### src/rtl/ptw3_walker.sv
module ptw3_walker (
  input  logic        clk,
  input  logic        rst_n,
  input  logic [31:0] root_base,
  input  logic        req_valid,
  input  logic [31:0] req_vaddr,
  output logic        req_ready,
  output logic        mem_rd_req,
  output logic [31:0] mem_rd_addr,
  input  logic        mem_rd_valid,
  input  logic [31:0] mem_rd_data,
  output logic        resp_valid,
  output logic [31:0] resp_paddr,
  output logic [1:0]  resp_fault,
  input  logic        resp_ack
);

  typedef enum logic [2:0] {IDLE, L1_RD, L2_RD, L3_RD, DONE, FAULT} st_t;

  st_t         st;
  logic [31:0] va;
  logic [31:0] rd_addr;
  logic [31:0] paddr_q;
  logic [1:0]  fault_q;
  logic        issued;

  wire in_rd   = (st == L1_RD) || (st == L2_RD) || (st == L3_RD);
  wire got     = in_rd && issued && mem_rd_valid;
  wire bad     = (mem_rd_data[1:0] == 2'b00);

  assign req_ready   = (st == IDLE);
  assign mem_rd_req  = in_rd && !issued;
  assign mem_rd_addr = rd_addr;
  assign resp_valid  = (st == DONE) || (st == FAULT);
  assign resp_paddr  = paddr_q;
  assign resp_fault  = fault_q;

  always_ff @(posedge clk) begin
    if (!rst_n) begin
      st      <= IDLE;
      va      <= '0;
      rd_addr <= '0;
      paddr_q <= '0;
      fault_q <= '0;
      issued  <= 1'b0;
    end else begin
      case (st)
        IDLE: if (req_valid) begin
          va      <= req_vaddr;
          rd_addr <= {root_base[31:9], req_vaddr[31:25], 2'b00};
          paddr_q <= '0;
          fault_q <= '0;
          issued  <= 1'b0;
          st      <= L1_RD;
        end
        L1_RD, L2_RD, L3_RD: begin
          if (!issued) issued <= 1'b1;
          else if (got) begin
            issued <= 1'b0;
            if (bad) begin
              paddr_q <= '0;
              st      <= FAULT;
              case (st)
                L1_RD:   fault_q <= 2'd1;
                L2_RD:   fault_q <= 2'd2;
                default: fault_q <= 2'd3;
              endcase
            end else begin
              case (st)
                L1_RD: begin
                  rd_addr <= {mem_rd_data[31:9], va[24:18], 2'b00};
                  st      <= L2_RD;
                end
                L2_RD: begin
                  rd_addr <= {mem_rd_data[31:8], va[17:12], 2'b00};
                  st      <= L3_RD;
                end
                default: begin
                  paddr_q <= {mem_rd_data[31:12], va[11:0]};
                  st      <= DONE;
                end
              endcase
            end
          end
        end
        DONE, FAULT: if (resp_ack) st <= IDLE;
        default: st <= IDLE;
      endcase
    end
  end

  assert_hold_R9: assert property (@(posedge clk) disable iff (!rst_n)
    resp_valid && !resp_ack |=> resp_valid && $stable(resp_paddr) && $stable(resp_fault));

  assert_ack_idle_R9: assert property (@(posedge clk) disable iff (!rst_n)
    resp_valid && resp_ack |=> req_ready && !resp_valid);

  assert_one_read_R7: assert property (@(posedge clk) disable iff (!rst_n)
    mem_rd_req |=> !mem_rd_req);

  assert_ready_idle_R8: assert property (@(posedge clk) disable iff (!rst_n)
    req_ready |-> !resp_valid && !mem_rd_req);

  assert_fault_zero_R6: assert property (@(posedge clk) disable iff (!rst_n)
    resp_valid && (resp_fault != 2'd0) |-> resp_paddr == 32'd0);

  assert_start_R2: assert property (@(posedge clk) disable iff (!rst_n)
    req_ready && req_valid |=> !req_ready && mem_rd_req);

endmodule

### config.mk
export PLATFORM = sky130hd
export DESIGN_NAME = ptw3_walker
export DESIGN_NICKNAME = d
export VERILOG_FILES = /design/src/rtl/ptw3_walker.sv
export SDC_FILE = /design/constraint.sdc
export NUM_CORES = 1
export LEC_CHECK = 0
export BUFFER_PORTS_ARGS = -buffer_cell sky130_fd_sc_hd__buf_2
export CAP_MARGIN = 40
export CELL_PAD_IN_SITES_DETAIL_PLACEMENT = 0
export CELL_PAD_IN_SITES_GLOBAL_PLACEMENT = 1
export CORE_ASPECT_RATIO = 2
export CORE_UTILIZATION = 34
export DETAILED_ROUTE_END_ITERATION = 7
export PLACE_DENSITY_LB_ADDON = 0.1
export SLEW_MARGIN = 40
export SYNTH_ARGS = -nofsm -noshare
export SYNTH_HDL_FRONTEND = slang
export SYNTH_SLANG_ARGS = --single-unit
### constraint.sdc
create_clock -name clk -period 1.88 [get_ports clk]
set_clock_uncertainty 0.1 [all_clocks]
set_input_delay 0 -clock clk [delete_from_list [all_inputs] [get_ports clk]]
set_output_delay 0 -clock clk [all_outputs]
set_load 0.005 [all_outputs]
=== Yosys cells after proc, flatten, opt, wreduce, memory -nomap -nowiden ===
Cells that the tools add are included.

* Reduce and logical (&&, ||, !) cells: 19
* Multiplexer cells: 29
* Eq/ne operators: 13

{| class="wikitable"
|+ Operators by type and width
! kind !! count
|-
| 32-bit two-way mux || 9
|-
| 32-bit one-hot mux with 2 select lines || 3
|-
| 3-bit two-way mux || 5
|-
| 2-bit inequality test (second input constant) || 6
|-
| 5-bit AND reduction || 2
|-
| 3-bit one-hot mux with 3 select lines || 1
|-
| 2-bit two-way mux || 4
|-
| 2-bit one-hot mux with 2 select lines || 2
|-
| 3-bit by 2-bit == test with 1-bit output (second input constant) || 2
|-
| 3-bit == test (second input constant) || 2
|-
| 3-bit inequality test (second input constant) || 2
|-
| 3-bit one-hot mux with 2 select lines || 1
|-
| 6-bit AND reduction || 1
|-
| 2-bit AND reduction || 2
|-
| 4-bit AND reduction || 1
|-
| 2-bit OR reduction || 2
|-
| 3-bit by 1-bit == test with 1-bit output (second input constant) || 1
|-
| 1-bit logical AND || 3
|-
| 3-bit zero test || 1
|-
| 1-bit logical OR || 3
|-
| 1-bit two-way mux || 3
|-
| 3-bit OR reduction || 1
|-
| 2-bit zero test || 1
|-
| 1-bit one-hot mux with 2 select lines || 1
|-
| 2 further kinds || 2
|}

* Bits of input ports: 101
* Output and inout bits: 69
* Register bits after elaboration: 95
* Word-level logic and storage cells: 67

=== Logic depth before layout (Yosys ltp) ===
Gate-level depths: netlist (run 1).

* Word-level depth: 8
* Gate-level depth with buffers: 7
* Depth with buffers taken out: 4

=== Worst setup path before layout (run 1) ===
Ideal clock, no wire load.

* Path type: register -> register
* Start: register st[0]
* End: register rd_addr[28], in the netlist mem_rd_addr[28]
* Arrival time: 1353 ps
* Path buffers: 2
* Required time: 1692 ps
* Stages on the path, launching flop included: 7
* Setup slack: 339 ps
* Library setup time: 88 ps
* Clock period less this slack: 1541 ps
* Path through: dfxtp_1 o211a_1 o21a_1 buf_4 and2_4 buf_6 a311oi_2

* Word-level cells in the longest chain between the ends: 7
* Elaborated cells on any way between the ends: 17
* Those cells by class: eq/ne: 8; mux: 1; reduce/logical: 8

{| class="wikitable"
|+ RTL lines
! item !! line !! RTL
|-
| start, declared || 20 || <nowiki>st_t st;</nowiki>
|-
| start signal, assigned || 40 || <nowiki>st <= IDLE;</nowiki>
|-
| start signal, assigned || 54 || <nowiki>st <= L1_RD;</nowiki>
|-
| start signal, assigned || 62 || <nowiki>st <= FAULT;</nowiki>
|-
| 3-bit by 1-bit == test with 1-bit output / 3-bit by 2-bit == test with 1-bit output (equally long branches) || 27, 47, 69 ||
|-
| 1-bit logical OR (2 in series) || 27 || <nowiki>wire in_rd = (st == L1_RD) || (st == L2_RD) || (st == L3_RD);</nowiki>
|-
| 1-bit logical AND (2 in series) || 28 || <nowiki>wire got = in_rd && issued && mem_rd_valid;</nowiki>
|-
| 2-bit inequality test (no line) || n/a ||
|-
| 6-bit AND reduction (no line) || n/a ||
|-
| end signal, assigned || 50 || <nowiki>rd_addr <= {root_base[31:9], req_vaddr[31:25], 2'b00};</nowiki>
|-
| end signal, assigned || 71 || <nowiki>rd_addr <= {mem_rd_data[31:9], va[24:18], 2'b00};</nowiki>
|-
| end signal, assigned || 75 || <nowiki>rd_addr <= {mem_rd_data[31:8], va[17:12], 2'b00};</nowiki>
|-
| end, declared || 22 || <nowiki>logic [31:0] rd_addr;</nowiki>
|}

Several ways; a longest one is shown, not always the timed one.
A chain may end at the register's enable or synchronous reset.

=== Worst setup path after layout (run 1) ===
* Start: register st[1]
* End: register fault_q[1], in the netlist resp_fault[1]

* Word-level cells in the longest chain between the ends: 7
* Elaborated cells on any way between the ends: 20
* Those cells by class: eq/ne: 7; mux: 5; reduce/logical: 8

{| class="wikitable"
|+ RTL lines
! item !! line !! RTL
|-
| parallel branches: the longest is 7 deep, another holds 3-bit by 2-bit == test with 1-bit output || n/a ||
|-
| end signal, assigned || 44 || <nowiki>fault_q <= '0;</nowiki>
|-
| end signal, assigned || 52 || <nowiki>fault_q <= '0;</nowiki>
|-
| end signal, assigned || 64 || <nowiki>L1_RD: fault_q <= 2'd1;</nowiki>
|-
| end, declared || 24 || <nowiki>logic [1:0] fault_q;</nowiki>
|}

Several ways; the timed one is not identified. The select of a mux whose other input is x is not followed.

==> metrics.log, run 1 <==
[metrics] CP Depth: 5
[metrics] DRC viols: 0
[metrics] nature of the critical path endpoint: register
[metrics] iteration count of the initial detailed-routing pass: 4
[metrics] vias after detailed routing: 4,180
[metrics] FF-to-FF path depth: 5
[metrics] critical path buffer and inverter count: 1
[metrics] final hold vios: 0
[metrics] internal portion of total power: 4.16 mW
[metrics] fraction of final layout cells sized beyond drive strength 1: 32.2%
[metrics] Comb pwr share: 34.8%
[metrics] post-layout minimum cycle time: 1.75 ns
[metrics] global route total overflow: 0
[metrics] antenna diode instance count: 0
[metrics] MaxCap Viol Count: 0
[metrics] power density of the placed cells: 1040 mW/mm^2
[metrics] data required time at the worst endpoint: 2.05 ns
[metrics] number of port buffers: 152
[metrics] most frequent CP cell: sky130_fd_sc_hd__o21a_1
[metrics] cell area after synthesis: 0.00401 sq mm
[metrics] Yosys top cell by area: sky130_fd_sc_hd__dfxtp_1
[metrics] largest stage delay on the critical path: 0.50 ns
[metrics] full die area: 0.0123 sq mm
[metrics] path type of the worst setup path: reg2reg
[metrics] remaining max-slew budget at the tightest pin: 60.8%
[metrics] average detailed-routed wire length per instance: 14.5 um
[metrics] final total negative setup slack: 0 ns
[metrics] placement row count: 55
[metrics] clk_lat worst skew: 0.34 ns
[metrics] proportion of total power due to net switching: 34.5%
[metrics] NumNets Final: 803
[metrics] gate count of the mapped netlist: 475
[metrics] worst hold-check path type: in2reg
[metrics] crit path DAT: 1.92 ns
[metrics] global-route usage over all layers: 21.0%
[metrics] crit path launch type: register
[metrics] worst-path maximum fanout: 24
[metrics] proportion of power drawn by flip-flops and latches: 37.8%
[metrics] chip height: 156 um
[metrics] VDD IR max: 0.000603 V
[metrics] total setup violations reported at the end of the flow: 0
[metrics] final worst path period share: 93.1%
[metrics] clock network fraction of design power: 27.3%
[metrics] overall die width: 78.8 um
[metrics] count of nets left with antenna violations after detail routing: 0
[metrics] unrepaired setup endpoints after global routing: no
[metrics] iteration-0 DRC count of the detailed router: 108
[metrics] total non-filler cell area in the finished layout: 0.00608 sq mm
[metrics] Distinct cells, synth: 34
[metrics] number of antenna violations at the first check in global routing: 0
[metrics] number of global-route vias before repair: 4,151
[metrics] final RePlAce weighted congestion: 0.791
[metrics] Yosys top cell area share: 46.5%
[metrics] Leakage: 2.60 nW
[metrics] run status: complete, no violations
[metrics] worst path cell trace: o211a_1 > o21a_1 > buf_12 > o21a_1 > mux2i_1
[metrics] #FFs+latches synth: 93
[metrics] Placed Instance Area: 0.00499 sq mm
[metrics] Cells on Worst Hold Path: 5
[metrics] sequential fraction of the synthesis area: 46.5%
[metrics] dpl hpwl: 8.49 mm
[metrics] pin count of the biggest net entering global routing: 59
[metrics] I/O pin total: 170
[metrics] synthesis warning total: 0
[metrics] TritonCTS Buffers: 9
[metrics] clock tree sinks: 93
[metrics] starting utilization of the core area: 35.1%
[metrics] area added between synthesis and finish: 51.8%
[metrics] clock slew at reported path FFs: 0.07 ns
[metrics] clock tree from TritonCTS: yes
[metrics] cts repair resizes: 0
[metrics] global-route wire length before repair: 19.8 mm
[metrics] main area contributors after synthesis: sky130_fd_sc_hd__dfxtp_1 46%, sky130_fd_sc_hd__nand2_1 13%, sky130_fd_sc_hd__a311oi_2 8.6%
[metrics] final WL: 12.3 mm
[metrics] kind of cell with the highest combined delay on the critical path: compound AO/OA/AOI/OAI gates
[metrics] Final Max Slew Viols: 0
[metrics] via-per-instance ratio: 4.92
[metrics] reported net switching power: 2.19 mW
[metrics] H-tree levels: 3
[metrics] fmax: 572 MHz
[metrics] transition time of the tightest slew-check pin: 0.589 ns
[metrics] Core Region: 0.0114 sq mm
[metrics] Syn Area/Cell: 8.44 sq um
[metrics] slowest library cell on the worst path: sky130_fd_sc_hd__dfxtp_1
[metrics] Clock Root Buffer: sky130_fd_sc_hd__clkbuf_16
[metrics] number of buffers on the longest clock path: 2
## layer usage
metal / up-vias / GRT usage (%) / wire, um
li1: 2094 / - / -
met1: 1957 / 21.8 / 4880
met2: 108 / 39.9 / 6680
met3: 21 / 3.51 / 465
met4: 0 / 9.70 / 306
met5: - / 0 / 0
## sequential cells by signal, indices dropped and copies added, names as in the netlist
register     count
mem_rd_addr     30
resp_fault       2
st               3
issued           1
va              25
resp_paddr      32
## layout make-up
class,count,area (sq um)
fillers,1163,5340
multi-input cells,337,1920
flip-flops and latches,93,1860
repair buffers,258,1830
clock buffers,9,225
well taps,142,178
clock inverters,7,55.1
inverters,3,11.3
## power by group through the flow
stage | Combinational, mW | Clock, mW | Sequential (mW)
2_1_floorplan | 1.30 | 0 | 2.45
3_3_place_gp | 2.08 | 0 | 2.44
3_5_place_dp | 2.11 | 0 | 2.44
4_1_cts | 2.25 | 1.79 | 2.40
5_1_grt | 2.44 | 1.88 | 2.43
6_report | 2.21 | 1.73 | 2.40
## layout by cell type (no fill, tap or decap), types with 2 or more instances in the layout
cell type and n:
sky130_fd_sc_hd__nor3_1 3, sky130_fd_sc_hd__o21ai_1 32, sky130_fd_sc_hd__buf_12 6, sky130_fd_sc_hd__o21ai_0 2, sky130_fd_sc_hd__dfxtp_1 93, sky130_fd_sc_hd__inv_6 4
sky130_fd_sc_hd__nor2_2 2, sky130_fd_sc_hd__mux2i_1 11, sky130_fd_sc_hd__dlygate4sd3_1 81, sky130_fd_sc_hd__nor2_1 9, sky130_fd_sc_hd__clkbuf_16 9, sky130_fd_sc_hd__buf_2 152
sky130_fd_sc_hd__a311oi_2 23, sky130_fd_sc_hd__nand2_1 141, sky130_fd_sc_hd__o221ai_1 7, sky130_fd_sc_hd__clkinvlp_4 2, sky130_fd_sc_hd__inv_2 2, sky130_fd_sc_hd__buf_4 19
sky130_fd_sc_hd__a21oi_1 49, sky130_fd_sc_hd__o21a_1 9, sky130_fd_sc_hd__nor3b_2 2, sky130_fd_sc_hd__conb_1 2, sky130_fd_sc_hd__nand3_1 33
## through the flow
stage	hold WS, ns	power, mW	worst slack [ns]	instances	utilization [%]
floorplan	0.0326	3.75	0.339	476	-
CTS	0.0907	6.44	0.124	849	53.3
global placement	0.140	4.51	0.190	752	43.7
global route	0.123	6.76	0.0225	849	53.3
detailed placement	0.147	4.55	0.145	752	43.7
finish	0.0911	6.35	0.131	849	53.3
## kinds of logic after synthesis
| group | synth area share (%) |
|---|---|
| buffers and inverters | 6.06 |
| AO/OA/AOI/OAI | 23.4 |
| other | 0.0936 |
| flip-flops | 46.5 |
| AND/OR/NAND/NOR | 21.0 |
| XOR/XNOR | 0.219 |
| multiplexers | 2.75 |
## path summary, 6_finish.rpt
kind,start,end,slack (ns)
hold / removal,mem_rd_data[8],mem_rd_addr[8],0.09
hold reg to reg,va[11],resp_paddr[11],0.35
setup reg to reg,st[1],resp_fault[1],0.13
setup / recovery,st[1],resp_fault[1],0.13
## synth_stat cells
cell,n
sky130_fd_sc_hd__nand2_1,141
sky130_fd_sc_hd__dfxtp_1,93
sky130_fd_sc_hd__a21oi_1,49
sky130_fd_sc_hd__nand3_1,33
sky130_fd_sc_hd__o21ai_1,32
sky130_fd_sc_hd__a311oi_2,23
sky130_fd_sc_hd__buf_2,17
sky130_fd_sc_hd__clkbuf_1,16
sky130_fd_sc_hd__mux2i_1,11
sky130_fd_sc_hd__nor2_1,9
sky130_fd_sc_hd__o21a_1,9
sky130_fd_sc_hd__o221ai_1,7
sky130_fd_sc_hd__buf_6,5
sky130_fd_sc_hd__buf_4,3
sky130_fd_sc_hd__nor3_1,3
sky130_fd_sc_hd__buf_1,2
sky130_fd_sc_hd__inv_2,2
sky130_fd_sc_hd__nor2_2,2
sky130_fd_sc_hd__nor3b_2,2
sky130_fd_sc_hd__o21ai_0,2
sky130_fd_sc_hd__a21oi_2,1
sky130_fd_sc_hd__and2_1,1
sky130_fd_sc_hd__and2_4,1
sky130_fd_sc_hd__conb_1,1
sky130_fd_sc_hd__inv_1,1
sky130_fd_sc_hd__nand2b_1,1
sky130_fd_sc_hd__nor3_2,1
sky130_fd_sc_hd__nor3b_1,1
sky130_fd_sc_hd__nor4_4,1
sky130_fd_sc_hd__o211a_1,1
sky130_fd_sc_hd__o21ai_2,1
sky130_fd_sc_hd__o21bai_1,1
sky130_fd_sc_hd__o221ai_2,1
sky130_fd_sc_hd__xnor2_1,1
## tightest hold or removal path, stage by stage
cell and delay (ns):
sky130_fd_sc_hd__buf_2 0.09, sky130_fd_sc_hd__nor3b_1 0.04, sky130_fd_sc_hd__a21oi_1 0.11, sky130_fd_sc_hd__o221ai_1 0.13, sky130_fd_sc_hd__mux2i_1 0.13
## what timing repair did
item	4_1_cts	5_1_grt
setup buffers	0	0
hold buffers	81	0
hold endpoints to repair	77	0
Power figures use the tool's default switching activity.
==> inputs of run 2 (changes only) <==
--- a/config.mk
+++ b/config.mk
@@ -5,8 +5,7 @@
 export SDC_FILE = /design/constraint.sdc
 export NUM_CORES = 1
 export LEC_CHECK = 0
-export BUFFER_PORTS_ARGS = -buffer_cell sky130_fd_sc_hd__buf_2
-export CAP_MARGIN = 40
+export BUFFER_PORTS_ARGS = -buffer_cell sky130_fd_sc_hd__buf_4
 export CELL_PAD_IN_SITES_DETAIL_PLACEMENT = 0
 export CELL_PAD_IN_SITES_GLOBAL_PLACEMENT = 1
 export CORE_ASPECT_RATIO = 2
==> metrics.log, run 2 (same netlist as run 1, synthesis figures left out) <==
[metrics] run status: complete, no violations
[metrics] Post-Place Setup Slack: 0.100 ns
[metrics] antenna diode instance count: 0
[metrics] unrepaired setup endpoints after global routing: no
[metrics] placement row count: 55
[metrics] count of hold-fix buffers inserted at cts: 82
[metrics] VDD IR max: 0.000649 V
[metrics] power density of the placed cells: 1020 mW/mm^2
[metrics] H-tree levels: 3
[metrics] pin count of the biggest net entering global routing: 58
[metrics] overall die width: 78.8 um
[metrics] number of global-route vias before repair: 4,137
[metrics] TritonCTS Buffers: 9
[metrics] global-route usage over all layers: 21.1%
[metrics] cts repair resizes: 0
[metrics] number of port buffers: 152
[metrics] highest-utilization routing layer at the global route stage: met2
[metrics] starting utilization of the core area: 35.1%
[metrics] via-per-instance ratio: 4.88
[metrics] NumNets Final: 803
[metrics] crit path launch type: register
[metrics] grt met2 use: 40.4%
[metrics] chip height: 156 um
[metrics] dpl hpwl: 8.71 mm
[metrics] post-CTS repair timing setup buffer count: 0
[metrics] worst hold-check path type: in2reg
[metrics] DRC viols: 0
[metrics] final WL: 12.7 mm
[metrics] Largest register FFs: 32
[metrics] Leakage: 2.68 nW
[metrics] clock slew at reported path FFs: 0.07 ns
[metrics] Clock Root Buffer: sky130_fd_sc_hd__clkbuf_16
[metrics] Final Max Slew Viols: 0
[metrics] highest-count cells in the layout ignoring fill and taps: 171 x sky130_fd_sc_hd__buf_4, 141 x sky130_fd_sc_hd__nand2_1, 93 x sky130_fd_sc_hd__dfxtp_1
[metrics] global route total overflow: 0
[metrics] average detailed-routed wire length per instance: 15.0 um
[metrics] final worst path period share: 95.0%
[metrics] slowest library cell on the worst path: sky130_fd_sc_hd__dfxtp_1
[metrics] most common cell after layout, fill and taps aside: sky130_fd_sc_hd__buf_4
[metrics] worst path cell trace: o211a_1 > o21a_1 > and2_4 > buf_12 > a311oi_2
[metrics] Core Region: 0.0114 sq mm
[metrics] largest stage delay on the critical path: 0.51 ns
[metrics] met1 capacity usage during global routing: 22.0%
[metrics] fraction of final layout cells sized beyond drive strength 1: 32.1%
[metrics] total non-filler cell area in the finished layout: 0.00647 sq mm
[metrics] fin util: 56.7%
[metrics] clock tree from TritonCTS: yes
[metrics] I/O pin total: 170
[metrics] data required time at the worst endpoint: 1.99 ns
[metrics] worst-path maximum fanout: 20
[metrics] final RePlAce weighted congestion: 0.802
[metrics] global routing usage on met3: 3.92%
[metrics] iteration-0 DRC count of the detailed router: 185
[metrics] total setup violations reported at the end of the flow: 0
[metrics] post-layout minimum cycle time: 1.79 ns
[metrics] crit path setup slack, layout: 0.0944 ns
[metrics] final total negative setup slack: 0 ns
[metrics] number of antenna violations at the first check in global routing: 0
[metrics] nature of the critical path endpoint: register
[metrics] clock tree sinks: 93
[metrics] clk_lat worst skew: 0.34 ns
[metrics] count of nets left with antenna violations after detail routing: 0
[metrics] MaxCap Viol Count: 0
[metrics] Placed Instance Area: 0.00535 sq mm
[metrics] crit path DAT: 1.89 ns
[metrics] area added between synthesis and finish: 61.5%
[metrics] fmax: 560 MHz
[metrics] vias after detailed routing: 4,141
[metrics] iteration count of the initial detailed-routing pass: 4
[metrics] path type of the worst setup path: reg2reg
[metrics] global-route wire length before repair: 20.0 mm
[metrics] full die area: 0.0123 sq mm
[metrics] final hold vios: 0
[metrics] number of buffers on the longest clock path: 2
-- run 2: critical path: cells and delay by family, from the launching register on --
kind            cells  cell delay [ns]
simple gates        1             0.26
flops               1             0.51
compound gates      3             0.57
buf+inv             1             0.21
-- run 2: path summary, 6_finish.rpt --
kind / depth (start not counted) / start / end / slack [ns]
min: 5 / mem_rd_data[8] / mem_rd_addr[8] / 0.08
min reg2reg: 2 / va[3] / resp_paddr[3] / 0.35
max: 5 / st[1] / mem_rd_addr[20] / 0.09
max reg2reg: 5 / st[1] / mem_rd_addr[20] / 0.09
-- run 2: stage by stage --
stage,hold WS (ns),power [mW],instances
floorplan,0.0326,3.75,476
global placement,0.147,4.65,751
detailed placement,0.156,4.70,751
CTS,0.0856,6.68,849
global route,0.126,7.00,849
finish,0.0777,6.62,849
-- run 2: final cells by class --
| class | instances | area [sq um] |
|---|---|---|
| Fill cell | 1083 | 4950 |
| Timing Repair Buffer | 258 | 2200 |
| Multi-Input combinational cell | 337 | 1920 |
| Sequential cell | 93 | 1860 |
| Clock buffer | 9 | 225 |
| Tap cell | 142 | 178 |
| Clock inverter | 7 | 75.1 |
| Inverter | 3 | 11.3 |
-- run 2: routing by layer --
layer | routed length (um) | up-vias
met4 | 320 | 0
met2 | 7000 | 117
met3 | 534 | 20
met5 | 0 | -
li1 | - | 2088
met1 | 4850 | 1916
-- run 2: power by group --
part	leakage (nW)	internal, mW	switching, mW
sequential	0.761	2.25	0.159
clock	0.138	1.04	0.802
combinational	1.78	1.13	1.24
total	2.68	4.42	2.20
